===== src/rtl/alt_adder_pkg.sv =====
package alt_adder_pkg;

  // Polarity in which a slot receives its operands and carry
  typedef enum logic {
    SLOT_TRUE = 1'b0,
    SLOT_INV  = 1'b1
  } slot_pol_e;

  // Even positions work in true form, odd positions in complemented form
  function automatic slot_pol_e slot_polarity(input int pos);
    return (pos % 2 == 0) ? SLOT_TRUE : SLOT_INV;
  endfunction

endpackage


===== src/rtl/fa_core_inv.sv =====
// Full-adder core: true sum, inverted carry, built from G / P / K terms
module fa_core_inv (
  input  logic x,
  input  logic y,
  input  logic cin,
  output logic sum,
  output logic cout_n
);
  logic gen, prop, kill;

  always_comb begin
    gen    = x & y;
    prop   = x ^ y;
    kill   = ~x & ~y;
    sum    = prop ^ cin;
    // carry is low when the slot kills, or when it neither generates nor receives
    cout_n = kill | (~gen & ~cin);
  end
endmodule


===== src/rtl/fa_slot_even.sv =====
// Even slot: true operands and carry in, inverted carry out
module fa_slot_even (
  input  logic a,
  input  logic b,
  input  logic ci,
  output logic s,
  output logic co_n
);
  fa_core_inv u_core (
    .x      (a),
    .y      (b),
    .cin    (ci),
    .sum    (s),
    .cout_n (co_n)
  );
endmodule


===== src/rtl/fa_slot_odd.sv =====
// Odd slot: complemented operands and carry in, true carry out.
// With all inputs inverted the core's sum is inverted, so it is re-inverted here.
module fa_slot_odd (
  input  logic a_n,
  input  logic b_n,
  input  logic ci_n,
  output logic s,
  output logic co
);
  logic s_inv;

  fa_core_inv u_core (
    .x      (a_n),
    .y      (b_n),
    .cin    (ci_n),
    .sum    (s_inv),
    .cout_n (co)
  );

  assign s = ~s_inv;
endmodule


===== src/rtl/alt_carry_chain.sv =====
module alt_carry_chain
  import alt_adder_pkg::*;
#(
  parameter int WIDTH = 16
) (
  input  logic [WIDTH-1:0] a,
  input  logic [WIDTH-1:0] b,
  input  logic             ci,
  output logic [WIDTH-1:0] s,
  output logic             co
);
  localparam slot_pol_e LAST_POL = slot_polarity(WIDTH - 1);

  // link[i] is the carry into slot i, in that slot's polarity
  logic [WIDTH:0] link;
  assign link[0] = ci;

  for (genvar i = 0; i < WIDTH; i++) begin : g_slot
    if (slot_polarity(i) == SLOT_TRUE) begin : g_even
      fa_slot_even u_even (
        .a    (a[i]),
        .b    (b[i]),
        .ci   (link[i]),
        .s    (s[i]),
        .co_n (link[i+1])
      );
    end else begin : g_odd
      fa_slot_odd u_odd (
        .a_n  (~a[i]),
        .b_n  (~b[i]),
        .ci_n (link[i]),
        .s    (s[i]),
        .co   (link[i+1])
      );
    end
  end

  // An even last slot leaves the carry complemented
  if (LAST_POL == SLOT_TRUE) begin : g_fix_carry
    assign co = ~link[WIDTH];
  end else begin : g_pass_carry
    assign co = link[WIDTH];
  end
endmodule


===== src/rtl/alt_ripple_adder.sv =====
module alt_ripple_adder #(
  parameter int WIDTH = 16
) (
  input  logic             clk,
  input  logic             rst,
  input  logic [WIDTH-1:0] op_a,
  input  logic [WIDTH-1:0] op_b,
  input  logic             carry_in,
  output logic [WIDTH-1:0] sum_out,
  output logic             carry_out
);
  logic [WIDTH-1:0] sum_comb;
  logic             carry_comb;

  alt_carry_chain #(
    .WIDTH (WIDTH)
  ) u_chain (
    .a  (op_a),
    .b  (op_b),
    .ci (carry_in),
    .s  (sum_comb),
    .co (carry_comb)
  );

  always_ff @(posedge clk) begin
    if (rst) begin
      sum_out   <= '0;
      carry_out <= 1'b0;
    end else begin
      sum_out   <= sum_comb;
      carry_out <= carry_comb;
    end
  end
endmodule


===== config.mk =====
export PLATFORM = sky130hd
export DESIGN_NAME = alt_ripple_adder
export DESIGN_NICKNAME = d
export VERILOG_FILES = /design/src/rtl/alt_adder_pkg.sv /design/src/rtl/fa_core_inv.sv /design/src/rtl/fa_slot_even.sv /design/src/rtl/fa_slot_odd.sv /design/src/rtl/alt_carry_chain.sv /design/src/rtl/alt_ripple_adder.sv
export SDC_FILE = /design/constraint.sdc
export NUM_CORES = 1
export LEC_CHECK = 0
export ABC_AREA = 1
export BUFFER_PORTS_ARGS = -buffer_cell sky130_fd_sc_hd__buf_2
export CORE_MARGIN = 2
export CORE_UTILIZATION = 42
export CTS_CLUSTER_SIZE = 20
export DETAILED_ROUTE_END_ITERATION = 10
export GPL_ROUTABILITY_DRIVEN = 0
export GPL_TIMING_DRIVEN = 0
export PLACE_DENSITY_LB_ADDON = 0.1
export SLEW_MARGIN = 10
export SYNTH_ARGS = -nofsm -noshare
export SYNTH_HDL_FRONTEND = slang
export SYNTH_SLANG_ARGS = --single-unit

===== constraint.sdc =====
create_clock -name clk -period 7.5 [get_ports clk]
set_input_delay 0 -clock clk [delete_from_list [all_inputs] [get_ports clk]]
set_output_delay 0 -clock clk [all_outputs]
set_load 0.01 [all_outputs]

Yosys cells after proc, flatten, opt, wreduce, memory -nomap -nowiden
Cells that the tools add are included.

Bits in registers: 17. Input port bits: 35. Output and inout bits: 17. Logic and storage cells: 170.

Bitwise logic cells: 168.

Operator list (count): inverter 1 bit (72); AND 1 bit (48); bitwise XOR 1 bit (32); OR 1 bit (16).

Longest topological paths before layout
Depth after elaboration: 49. Depth in mapped cells: 22. Gate-level depth less buffers: 22.

Hierarchy
Synthesis repeated with hierarchy kept, for this count alone.

Cells, all modules: 130. Area total of the unflattened synthesis: 1043.5 um^2.

Modules (own cells, without submodules): alt_ripple_adder (instances 1, cells an instance 53, area each 494.2 um^2, sequential area each 340.3 um^2); fa_core_inv at u_chain.g_slot[3].g_odd.u_odd.u_core ... (instances 7, cells an instance 5, area each 35.0 um^2, sequential area each 0.0 um^2); fa_core_inv at u_chain.g_slot[0].g_even.u_even.u_core ... (instances 9, cells an instance 2, area each 23.8 um^2, sequential area each 0.0 um^2); alt_carry_chain (instances 1, cells an instance 16, area each 60.1 um^2, sequential area each 0.0 um^2); fa_slot_odd (instances 8, cells an instance 1, area each 3.8 um^2, sequential area each 0.0 um^2).

Worst setup path before layout
OpenSTA, ideal clock, no wires.

Path kind: in2reg. From: input op_a[0]. To: register sum_out[15]. Setup time: 110 ps. Arrival: 5859 ps. Data required time: 7390 ps. Setup slack: 1530 ps. Cell stages on the path: 22. Buffers on the path: 0. Cells stage by stage: fa_1 -> inv_1 -> fa_1 -> fa_1 -> fa_1 -> fa_1 -> fa_1 -> fa_1 -> fa_1 -> fa_1 -> inv_1 -> fa_1 -> inv_1 -> fa_1 -> fa_1 -> fa_1 -> fa_1 -> fa_1 -> inv_1 -> fa_1 -> inv_1 -> nor2_2.

Longest elaborated chain between the ends: 48. Elaborated cells on any way between the ends: 50. Classes of those cells: 50 x bitwise.

RTL lines: start, declared (line alt_ripple_adder.sv:6) `input logic [WIDTH-1:0] op_a,`; AND 1 bit (line fa_core_inv.sv:12) `gen = x & y;`; inverter 1 bit (line fa_core_inv.sv:17) `cout_n = kill | (~gen & ~cin);`; AND 1 bit (line fa_core_inv.sv:17); OR 1 bit (*) (line fa_core_inv.sv:17); inverter 1 bit (*) (line fa_core_inv.sv:17); AND 1 bit (*) (line fa_core_inv.sv:17); OR 1 bit (*) (line fa_core_inv.sv:17); inverter 1 bit (*) (line fa_core_inv.sv:17); [33 not listed]; AND 1 bit (*) (line fa_core_inv.sv:17); OR 1 bit (*) (line fa_core_inv.sv:17); inverter 1 bit (*) (line fa_core_inv.sv:17); AND 1 bit (*) (line fa_core_inv.sv:17); OR 1 bit (*) (line fa_core_inv.sv:17); bitwise XOR 1 bit (*) (line fa_core_inv.sv:15) `sum = prop ^ cin;`; inverter 1 bit (*) (line fa_slot_odd.sv:20) `assign s = ~s_inv;`; named net u_chain.g_slot[15].g_odd.u_odd.s (line fa_slot_odd.sv:7) `output logic s,`; end signal, assigned (line alt_ripple_adder.sv:30) `sum_out <= sum_comb;`; end, declared (line alt_ripple_adder.sv:9) `output logic [WIDTH-1:0] sum_out,`.

Mark *: on every way through the listed nets, which the timed path passes. The rest lies on a longest branch. A chain may end at the register's enable or synchronous reset.

Worst setup path in the final report
Ends and elaborated chain as after synthesis.

==> results.md <==
- Status: finished, final reports clean
- Sw power: 60.5 uW
- Cts repair resizes: 0
- Max clock buf depth: 2
- Avg WL per Cell: 8.45 um
- Die Height: 50.3 um
- Met1 usage in global routing: 15.3%
- Setup Buffers After CTS: 0
- Largest net degree at the start of global routing: 11
- Share of cells above drive strength 1: 41.8%
- Number of max-cap violations: 0
- Pleak: 0.723 nW
- WP data arrival: 6190 ps
- Setup TNS: 0 ps
- Synth unique cells: 8
- Global-route wire length before repair: 2640 um
- Post-synthesis instance area: 901 um^2
- # diodes: 0
- GRT met2 Usage: 25.7%
- H-tree levels: 1
- Critical Path Start Type: input port
- Internal Power: 151 uW
- Worst Hold Class: in -> reg
- Crit path kind: in -> reg
- Detailed-placement wirelength estimate: 1260 um
- Initial Util: 45.0%
- Hold_ws: 87.5 ps
- Post-Layout Inst Area: 1220 um^2
- Number of global-route vias before repair: 661
- Syn_nets: 137
- RSZ-0062 raised after global routing: no
- Die extent in x: 50.3 um
- Comb power frac: 28.8%
- Slew Limit Fails: 0
- Endpoints failing hold: 0
- CP endpoint kind: flop
- Initial DRT Pass Iterations: 2
- Mapped Avg Cell Area: 10.5 um^2
- CTS buffer count: 3
- Row Count: 16
- Drt initial violations: 1
- Final period utilization: 80.1%
- M3 GR Usage: 1.19%
- CTS clk-pin slew, worst paths: 100 ps
- Worst Path Required: 7690 ps
- Clock power share: 22.2%
- Fmax: 167 MHz
- WL final: 1420 um
- Via count: 663
- Switching Share: 28.6%
- CP Max Fanout: 1
- Final core utilization: 61.1%
- Share of power burned in registers: 49.0%
- Port Buffers: 50
- Post-synthesis register bit count: 17
- Seq/Total Area, Yosys: 37.8%
- Gr usage total: 13.9%
- Syn-to-layout area delta: 35.7%
- Via-to-Cell Ratio: 3.95
- # clock sinks: 17
- Minimum clock period: 6000 ps
- Core Box Area: 2000 um^2
- Rel. slew slack: 92.7%
- Placed instance area: 1180 um^2
- GRT overflow: 0
- Detail Route Antenna Nets: 0
- # DRC: 0
- Warnings, synthesis: 0
- CTS tree: built
- Hold-fix buffers, CTS: 1
- Final setup violation count: 0
- Worst slew pin tran: 110 ps
- Busiest grt layer: met2
- Pwr per Cell Area: 173 nW/um^2
- Fin nets: 193
- Mapped Cells: 86
- Root buf cell: clkbuf_4
- Antenna violations before repair: 0
- Peak supply drop: 0.0882 mV
- # IOs: 52
- Full die area: 2530 um^2
## power groups by stage
stage	Sequential, mW	Combinational (mW)	Clock [mW]
after floorplan	0.113	0.0293	0
after global placement	0.106	0.0593	0
after detailed placement	0.106	0.0619	0
after CTS	0.104	0.0625	0.0494
after global routing	0.105	0.0705	0.0550
final	0.104	0.0609	0.0469
## kinds of logic after synthesis
logic type               Yosys count  share of synthesized area [%]
buffers and inverters             36                           17.6
flip-flops                        17                           37.8
AND/OR/NAND/NOR                   17                           9.03
adder cells (fa/ha/maj)           16                           35.6
## flip-flops by register name, indices dropped and copies added (netlist names)
signal	flops
carry_out	1
sum_out	16
## worst max-delay path, stage by stage
cell and delay, ps:
buf_2 90, fa_1 160, inv_1 50, fa_1 370, fa_1 380, fa_1 380
fa_1 390, fa_1 400, fa_1 390, fa_1 390, fa_1 370, inv_1 80
fa_1 150, inv_1 50, fa_1 370, fa_1 390, fa_1 400, fa_1 420
fa_1 370, inv_1 80, fa_1 400, inv_1 80, nor2_2 30
## per-stage QoR
step | std cells | total power [mW] | worst slack [ps]
CTS | 168 | 0.216 | 1470
global route | 168 | 0.231 | 1220
finish | 168 | 0.212 | 1500
global placement | 163 | 0.165 | 1220
floorplan | 86 | 0.142 | 1530
detailed placement | 163 | 0.168 | 1150
## routing by layer
layer  part of all wire [%]  routed length (um)  up-vias
met2                     54                 767       28
met4                    1.9                  27        0
met3                    7.5                 106        2
met5                      0                   0        -
li1                       -                   -      335
met1                     36                 518      298
## layout by cell type, fill, tap and decap left out
cell and instances:
buf_2 50, inv_1 34, dfxtp_1 17, fa_1 16, nor2_1 14, clkbuf_4 3
nor2_4 2, buf_6 1, buf_12 1, nor2_2 1, clkinv_2 1, dlygate4sd3_1 1
## Yosys cell counts
master,count,area (um^2)
nor2_4,2,22.5
inv_1,34,128
nor2_2,1,6.26
fa_1,16,320
nor2_1,14,52.6
buf_6,1,11.3
dfxtp_1,17,340
buf_12,1,20.0
## area by class of cell
cell class              count  area [um^2]
fillers                   180          779
clock buffers               3         22.5
flip-flops and latches     17          340
plain buffers               2         31.3
clock inverters             1         5.00
multi-input cells          33          402
inverters                  34          128
well taps                  27         33.8
repair buffers             51          260
## worst paths after layout
kind / cells past startpoint / startpoint / endpoint / slack [ps]
setup / recovery: 23 / op_a[0] / sum_out[15] / 1500
hold / removal: 4 / op_b[9] / sum_out[9] / 90
(Power assumes the default switching activity.)
